[src/rtl/deframer_pkg.sv]
package deframer_pkg;

  typedef enum logic [2:0] {
    S_HUNT,
    S_STREAM,
    S_LEN,
    S_PAYLOAD,
    S_CRC,
    S_DONE
  } dfr_state_e;

  // One byte through CRC-8 (poly 0x07), MSB first
  function automatic logic [7:0] crc8_byte(input logic [7:0] crc, input logic [7:0] din);
    logic [7:0] c;
    c = crc;
    for (int i = 7; i >= 0; i--) begin
      if (c[7] ^ din[i]) c = {c[6:0], 1'b0} ^ 8'h07;
      else               c = {c[6:0], 1'b0};
    end
    return c;
  endfunction

endpackage

[src/rtl/deframer_id_hunt.sv]
module deframer_id_hunt #(
  parameter int          ID_W    = 16,
  parameter logic [15:0] GID_RST = 16'hA5C3
) (
  input  logic            clk,
  input  logic            rst_n,
  input  logic            hunt,
  input  logic            bit_vld,
  input  logic            bit_in,
  input  logic [ID_W-1:0] dev_id,
  input  logic            gid_we,
  input  logic [ID_W-1:0] gid_wdata,
  output logic            match
);
  localparam int FILL_W = $clog2(ID_W + 1);

  logic [ID_W-1:0]   win, gid;
  logic [FILL_W-1:0] fill;
  logic [ID_W-1:0]   win_nxt;

  assign win_nxt = {win[ID_W-2:0], bit_in};
  assign match   = hunt && bit_vld && (fill >= FILL_W'(ID_W - 1)) &&
                   ((win_nxt == dev_id) || (win_nxt == gid));

  always_ff @(posedge clk or negedge rst_n) begin
    if (!rst_n) gid <= GID_RST[ID_W-1:0];
    else if (gid_we) gid <= gid_wdata;
  end

  always_ff @(posedge clk or negedge rst_n) begin
    if (!rst_n) begin
      win  <= '0;
      fill <= '0;
    end else if (!hunt) begin
      win  <= '0;
      fill <= '0;
    end else if (bit_vld) begin
      win <= win_nxt;
      if (fill != FILL_W'(ID_W)) fill <= fill + 1'b1;
    end
  end


  match_leaves_hunt_chk: assert property (@(posedge clk) disable iff (!rst_n)
    match |=> !hunt);

endmodule

[src/rtl/deframer_buf.sv]
module deframer_buf #(
  parameter int DEPTH  = 64,
  parameter int BYTE_W = 8
) (
  input  logic              clk,
  input  logic              rst_n,
  input  logic              wr_rst,
  input  logic              wr_en,
  input  logic [BYTE_W-1:0] wr_data,
  input  logic              rd_start,
  input  logic              rd_adv,
  output logic [BYTE_W-1:0] rd_data,
  output logic [$clog2(DEPTH):0] wr_idx,
  output logic [$clog2(DEPTH):0] rd_idx
);
  localparam int AW = $clog2(DEPTH);

  logic [BYTE_W-1:0] mem [DEPTH];
  logic [AW:0]       wptr, rptr;

  always_ff @(posedge clk) begin
    if (wr_en) mem[wptr[AW-1:0]] <= wr_data;
  end

  always_ff @(posedge clk or negedge rst_n) begin
    if (!rst_n) begin
      wptr <= '0;
      rptr <= '0;
    end else begin
      if (wr_rst)     wptr <= '0;
      else if (wr_en) wptr <= wptr + 1'b1;
      if (rd_start)    rptr <= '0;
      else if (rd_adv) rptr <= rptr + 1'b1;
    end
  end

  assign rd_data = mem[rptr[AW-1:0]];
  assign wr_idx  = wptr;
  assign rd_idx  = rptr;


  buf_no_overflow_chk: assert property (@(posedge clk) disable iff (!rst_n)
    wr_en |-> (wptr < (AW+1)'(DEPTH)));


  rd_hold_chk: assert property (@(posedge clk) disable iff (!rst_n)
    (!rd_adv && !rd_start) |=> $stable(rptr));

endmodule

[src/rtl/pkt_deframer.sv]
module pkt_deframer
  import deframer_pkg::*;
#(
  parameter int          BYTE_W  = 8,
  parameter int          DEPTH   = 64,
  parameter logic [15:0] GID_RST = 16'hA5C3
) (
  input  logic              clk,
  input  logic              rst_n,
  input  logic [BYTE_W-1:0] cfg_id_hi,
  input  logic [BYTE_W-1:0] cfg_id_lo,
  input  logic              cfg_use_id,
  input  logic              cfg_len_mode,
  input  logic              cfg_crc_chk,
  input  logic              gid_we,
  input  logic [2*BYTE_W-1:0] gid_wdata,
  input  logic              bit_vld,
  input  logic              bit_in,
  output logic              out_valid,
  input  logic              out_ready,
  output logic [BYTE_W-1:0] out_data,
  output logic              rd_valid,
  input  logic              rd_ready,
  output logic [BYTE_W-1:0] rd_data,
  output logic              rd_last,
  output logic              irq,
  input  logic              irq_clr
);
  localparam int ID_W = 2 * BYTE_W;
  localparam int BCW  = $clog2(BYTE_W);
  localparam int CW   = $clog2(DEPTH) + 1;

  dfr_state_e        st, st_nxt;
  logic [BCW-1:0]    bcnt;
  logic [BYTE_W-1:0] bsr, byte_now, len_r, crc_r;
  logic              collect, byte_done, id_match, len_on, crc_on, len_ok;
  logic              wr_en, rd_adv;
  logic [CW-1:0]     wr_idx, rd_idx;

  assign len_on    = cfg_use_id && cfg_len_mode;
  assign crc_on    = len_on && cfg_crc_chk;
  assign collect   = st inside {S_STREAM, S_LEN, S_PAYLOAD, S_CRC};
  assign byte_now  = {bsr[BYTE_W-2:0], bit_in};
  assign byte_done = collect && bit_vld && (bcnt == BCW'(BYTE_W - 1));
  assign len_ok    = (byte_now != '0) && (byte_now <= BYTE_W'(DEPTH));

  deframer_id_hunt #(.ID_W(ID_W), .GID_RST(GID_RST)) u_hunt (
    .clk, .rst_n,
    .hunt      (st == S_HUNT && cfg_use_id),
    .bit_vld, .bit_in,
    .dev_id    ({cfg_id_hi, cfg_id_lo}),
    .gid_we, .gid_wdata,
    .match     (id_match)
  );

  assign wr_en  = (st == S_PAYLOAD) && byte_done;
  assign rd_adv = (st == S_DONE) && rd_ready;

  deframer_buf #(.DEPTH(DEPTH), .BYTE_W(BYTE_W)) u_buf (
    .clk, .rst_n,
    .wr_rst   (st == S_LEN),
    .wr_en,
    .wr_data  (byte_now),
    .rd_start (st != S_DONE),
    .rd_adv,
    .rd_data,
    .wr_idx,
    .rd_idx
  );

  assign rd_valid = (st == S_DONE);
  assign irq      = (st == S_DONE);
  assign rd_last  = (BYTE_W'(rd_idx) + 1'b1 == len_r);

  always_comb begin
    st_nxt = st;
    unique case (st)
      S_HUNT:    if (id_match) st_nxt = len_on ? S_LEN : S_STREAM;
      S_STREAM:  if (!cfg_use_id || cfg_len_mode) st_nxt = S_HUNT;
      S_LEN:     if (!len_on) st_nxt = S_HUNT;
                 else if (byte_done) st_nxt = len_ok ? S_PAYLOAD : S_HUNT;
      S_PAYLOAD: if (!len_on) st_nxt = S_HUNT;
                 else if (byte_done && (BYTE_W'(wr_idx) + 1'b1 == len_r))
                   st_nxt = crc_on ? S_CRC : S_DONE;
      S_CRC:     if (byte_done) st_nxt = (byte_now == crc_r) ? S_DONE : S_HUNT;
      S_DONE:    if (irq_clr || (rd_ready && rd_last)) st_nxt = S_HUNT;
      default:   st_nxt = S_HUNT;
    endcase
  end

  always_ff @(posedge clk or negedge rst_n) begin
    if (!rst_n) begin
      st    <= S_HUNT;
      bcnt  <= '0;
      bsr   <= '0;
      len_r <= '0;
      crc_r <= '0;
    end else begin
      st <= st_nxt;
      if (!collect || st_nxt == S_HUNT) bcnt <= '0;
      else if (bit_vld)                 bcnt <= bcnt + 1'b1;
      if (collect && bit_vld) bsr <= byte_now;
      if (st == S_LEN && byte_done) begin
        len_r <= byte_now;
        crc_r <= crc8_byte(8'h00, byte_now);
      end else if (wr_en) begin
        crc_r <= crc8_byte(crc_r, byte_now);
      end
    end
  end

  always_ff @(posedge clk or negedge rst_n) begin
    if (!rst_n) begin
      out_valid <= 1'b0;
      out_data  <= '0;
    end else if (st == S_STREAM && byte_done) begin
      out_valid <= 1'b1;
      out_data  <= byte_now;
    end else if (out_ready) begin
      out_valid <= 1'b0;
    end
  end


  quiet_before_match_chk: assert property (@(posedge clk) disable iff (!rst_n)
    (st != S_STREAM && !out_valid) |=> !out_valid);


  out_hold_chk: assert property (@(posedge clk) disable iff (!rst_n)
    (out_valid && !out_ready && !(st == S_STREAM && byte_done))
      |=> (out_valid && $stable(out_data)));


  crc_gate_chk: assert property (@(posedge clk) disable iff (!rst_n)
    ($rose(irq) && $past(crc_on)) |-> ($past(st) == S_CRC));


  last_read_chk: assert property (@(posedge clk) disable iff (!rst_n)
    (rd_valid && rd_ready && rd_last) |=> !irq);


  irq_clear_chk: assert property (@(posedge clk) disable iff (!rst_n)
    (irq && irq_clr) |=> (!irq && !rd_valid));

endmodule

[config.mk]
export PLATFORM = sky130hd
export DESIGN_NAME = pkt_deframer
export DESIGN_NICKNAME = d
export VERILOG_FILES = /design/src/rtl/deframer_pkg.sv /design/src/rtl/deframer_id_hunt.sv /design/src/rtl/deframer_buf.sv /design/src/rtl/pkt_deframer.sv
export SDC_FILE = /design/constraint.sdc
export NUM_CORES = 1
export LEC_CHECK = 0
export CORE_ASPECT_RATIO = 0.7
export CORE_MARGIN = 4
export CORE_UTILIZATION = 40
export DETAILED_ROUTE_END_ITERATION = 8
export MAX_ROUTING_LAYER = met4
export PLACE_DENSITY_LB_ADDON = 0.12
export SYNTH_ARGS = -nofsm -noshare
export SYNTH_HDL_FRONTEND = slang
export SYNTH_SLANG_ARGS = --single-unit
[constraint.sdc]
create_clock -name clk -period 7.5 [get_ports clk]
set_input_delay 1.125 -clock clk [delete_from_list [all_inputs] [get_ports clk]]
set_output_delay 1.125 -clock clk [all_outputs]
set_load 0.02 [all_outputs]
==> impl_metrics.toml <==
[critical_path]
crit_path_start = "u_buf.rd_idx[0]"
reg2reg_slack_ps = 3940
cp_max_fo = 48
worstReg2RegStart = "bsr[4]"
cp-endpoint = "rd_data[1]"
r2r-end = "bcnt[2]"
worstRegToRegCells = 10
worstSetupPathType = "reg -> out"
crit_path_cell_trace = "buf_4, mux2i_1, o221ai_1, o22ai_1, a211oi_1, a21oi_1, nand2_1, clkdlybuf4s50_1"
cp_data_required_time_ps = 6380
cp.arrival_ps = 4490
max_stage_delay_ps = 940
start_kind = "register"
end_kind = "output pin"
slowest_stage = "dfrtp_4"

[sta]
tightest_slew_ps = 1295
relSlewSlack_pct = 13.55
maxSlewViolCount = 0
final_hold_viol_count = 0
finalClockSkew_ps = 23.13
finalSetupViolations = 0
period_share_pct = 74.84
fmax_ghz = 0.1782
rsz0062_at_grt = "false"
period_minus_slack_ps = 5613
setup_tns_ps = 0

[run_status]
outcome = "completed"

[cts]
post_cts_buffers = 0
hold_buffers = 0
cts.sinks = 600
cts_buffers = 58
cts_root_buf = "clkbuf_16"
path_clk_slew_ps = 60
cts_buffer_depth = 3
ctsResizeCount = 0
worstSkewPairLatency_ps = 620
cts_tree = "yes"
htree_levels = 2

[synth]
yosysSeqAreaShare_pct = 70.21
synth_edf_count = 512
syn_area_sq_mm = 0.02505
ys.flop_type = "edfxtp_1"
yosysWarnings = 0
syn-num-nets = 1592
synth_seq_cells = 600
avgSynthCellArea_sq_um = 16.33
synth_cell_types = 61
async_flop_share_pct = 14.67
syn_inst = 1534

[die]
die_h_um = 217.4
die_area_sq_mm = 0.06676
die_width_um = 307.1
initial_core_util_pct = 40.59
ios = 63
rows = 76
core_area_sq_mm = 0.06171

[drt]
firstDrtPassIters = 5
via_per_inst = 5.580
wl_per_cell_um = 25.35
antenna_left = 0
wl_mm = 62.17
drt_iter0_markers = 1398
num_vias = 13683
drc = 0

[layout]
nets = 1644
post-route-util_pct = 45.93
antenna_cells = 0
fin_cells = 2452
area_delta_synth_final_pct = 13.15
drive_gt1_share_pct = 14.21

[placed_design]
numPortBuffers = 62
routabilityCongestion = 0.7834
hpwlAfterDp_mm = 38.14
dp.cells = 2345

[pwr]
p_total_mw = 7.487
p_per_area_mw_per_mm2 = 264.1
p_switching_mw = 1.786
ir_worst_vdd_uv = 190.5
leakage_nw = 9.074
p_sw_share_pct = 23.85
pwr-share-clk_pct = 38.5
p_int_mw = 5.701
pwr-share-seq_pct = 52.7
power_frac_comb_pct = 8.9

[grt]
grt_pass1_wl_mm = 92.60
grt_max_degree = 72
antenna_found_initial = 0
globalRouteOverflowTotal = 0
grtUsageTotal_pct = 19.24
grt_pass1_vias = 13508

[min_path]
worstHoldPathType = "reg -> reg"

[flow_run]
cap_viol_max_count = 0
==> metal layers <==
layer  track usage (%)  up-vias  share of wire, %
met5                 -        -                 0
met3             3.570       75               6.8
met2             26.81      411                43
li1                  -     6117                 -
met4             3.622        0               1.5
met1             29.65     7080                49
==> layout make-up <==
type                       instances  area [sq um]
clock buffer                      77          1585
fill                            5360         33370
clock inverter                    30         265.3
inverter                          18         67.56
multi-input combinational        825          7005
tap                              819          1025
sequential                       600         17600
timing repair buffer              83         795.8
==> worst min path at each step <==
stage                           start           to  slack, ps  depth (start not counted)
after CTS                   out_valid    out_valid        490                          1
after floorplan              crc_r[5]     crc_r[5]        470                          2
final                       out_valid    out_valid        490                          1
after global routing      out_data[2]  out_data[2]        530                          1
after detailed placement    out_valid    out_valid        480                          1
after global placement      out_valid    out_valid        460                          1
==> cell families (layout without fill, tap and decap cells) <==
group	count (synthesis)	after routing	share of synthesized area, %
buffers and inverters	109	208	1.848
muxes	246	246	13.20
and+or+nand+nor	267	267	5.010
DFF	600	600	70.21
AOI/OAI and AO/OA	206	206	5.809
xor gates and xnor gates	91	91	3.182
adders and majority gates	15	15	0.7492
==> sequential cells by signal (all words and copies together) (netlist names) <==
signal,cells
u_buf.mem,512
u_hunt.gid,16
u_hunt.win,15
crc_r,8
len_r,8
out_data,8
bsr,7
u_buf.rd_idx,7
u_buf.wr_idx,7
u_hunt.fill,5
bcnt,3
st,3
out_valid,1
==> power by group through the flow <==
stage | sequential [mW] | combinational, mW | clock (mW)
floorplan | 4.12 | 0.255 | 0
global placement | 4.01 | 0.676 | 0
detailed placement | 4.01 | 0.687 | 0
CTS | 3.94 | 0.686 | 2.94
global route | 3.95 | 0.733 | 3.09
finish | 3.94 | 0.663 | 2.88
==> cells in the mapped netlist, types with 3 or more instances <==
master,number,share of area [%]
and3_1,5,0.12
dfstp_2,8,0.84
mux2_2,34,1.5
o22ai_1,33,0.82
a211oi_1,19,0.57
nand3b_1,7,0.21
nand2_1,80,1.2
nor2_1,106,1.6
xnor2_1,40,1.4
nor4b_1,3,0.10
inv_1,18,0.27
nand3_1,12,0.24
or3_1,3,0.075
nand4_1,6,0.15
buf_2,22,0.44
o21ai_0,24,0.48
mux2i_1,148,5.9
nor2b_1,3,0.075
edfxtp_1,512,61
dfrtp_1,80,8.0
nand2b_1,6,0.15
xor2_1,51,1.8
a221oi_1,3,0.10
buf_1,19,0.28
buf_6,3,0.13
nor4_1,10,0.25
clkbuf_1,46,0.69
mux4_2,64,5.8
o221ai_1,64,2.2
ha_1,15,0.75
nor3_1,8,0.16
a21oi_1,44,0.88
==> per-stage QoR <==
| stage | setup WS [ps] | hold WS [ps] | area (sq um) |
|---|---|---|---|
| 2_1_floorplan | 4312 | 468.9 | 25050 |
| 3_3_place_gp | 2527 | 464.9 | 26490 |
| 3_5_place_dp | 2514 | 477.3 | 26490 |
| 4_1_cts | 1861 | 493.1 | 28340 |
| 5_1_grt | 1642 | 525.9 | 28340 |
| 6_report | 1887 | 486.3 | 28340 |
==> critical path: cells and delay by family (launching register included) <==
family          cells  cell delay, ps
compound gates      4            1110
flops               1             940
simple gates        1             140
mux                 1             220
buf+inv             2            1420
==> layout by cell type (no fill, tap or decap), types with 6 or more instances in the layout <==
cell and n:
nand4_1 6, clkbuf_16 60, nor2_1 106, clkinv_2 10, ha_1 15, clkinv_1 10, o22ai_1 33, inv_1 18
xor2_1 51, nand2_1 79, mux2_2 34, o221ai_1 64, buf_4 20, nand3b_1 7, a211oi_1 19, dfrtp_2 8
xnor2_1 40, clkdlybuf4s50_1 60, nand3_1 12, edfxtp_1 512, clkbuf_1 15, o21ai_0 24, a21oi_1 44, nor3_1 8
nor4_1 10, mux2i_1 148, dfstp_2 8, mux4_2 64, dfrtp_1 71
Note: power is estimated with default switching activity, not from simulation.
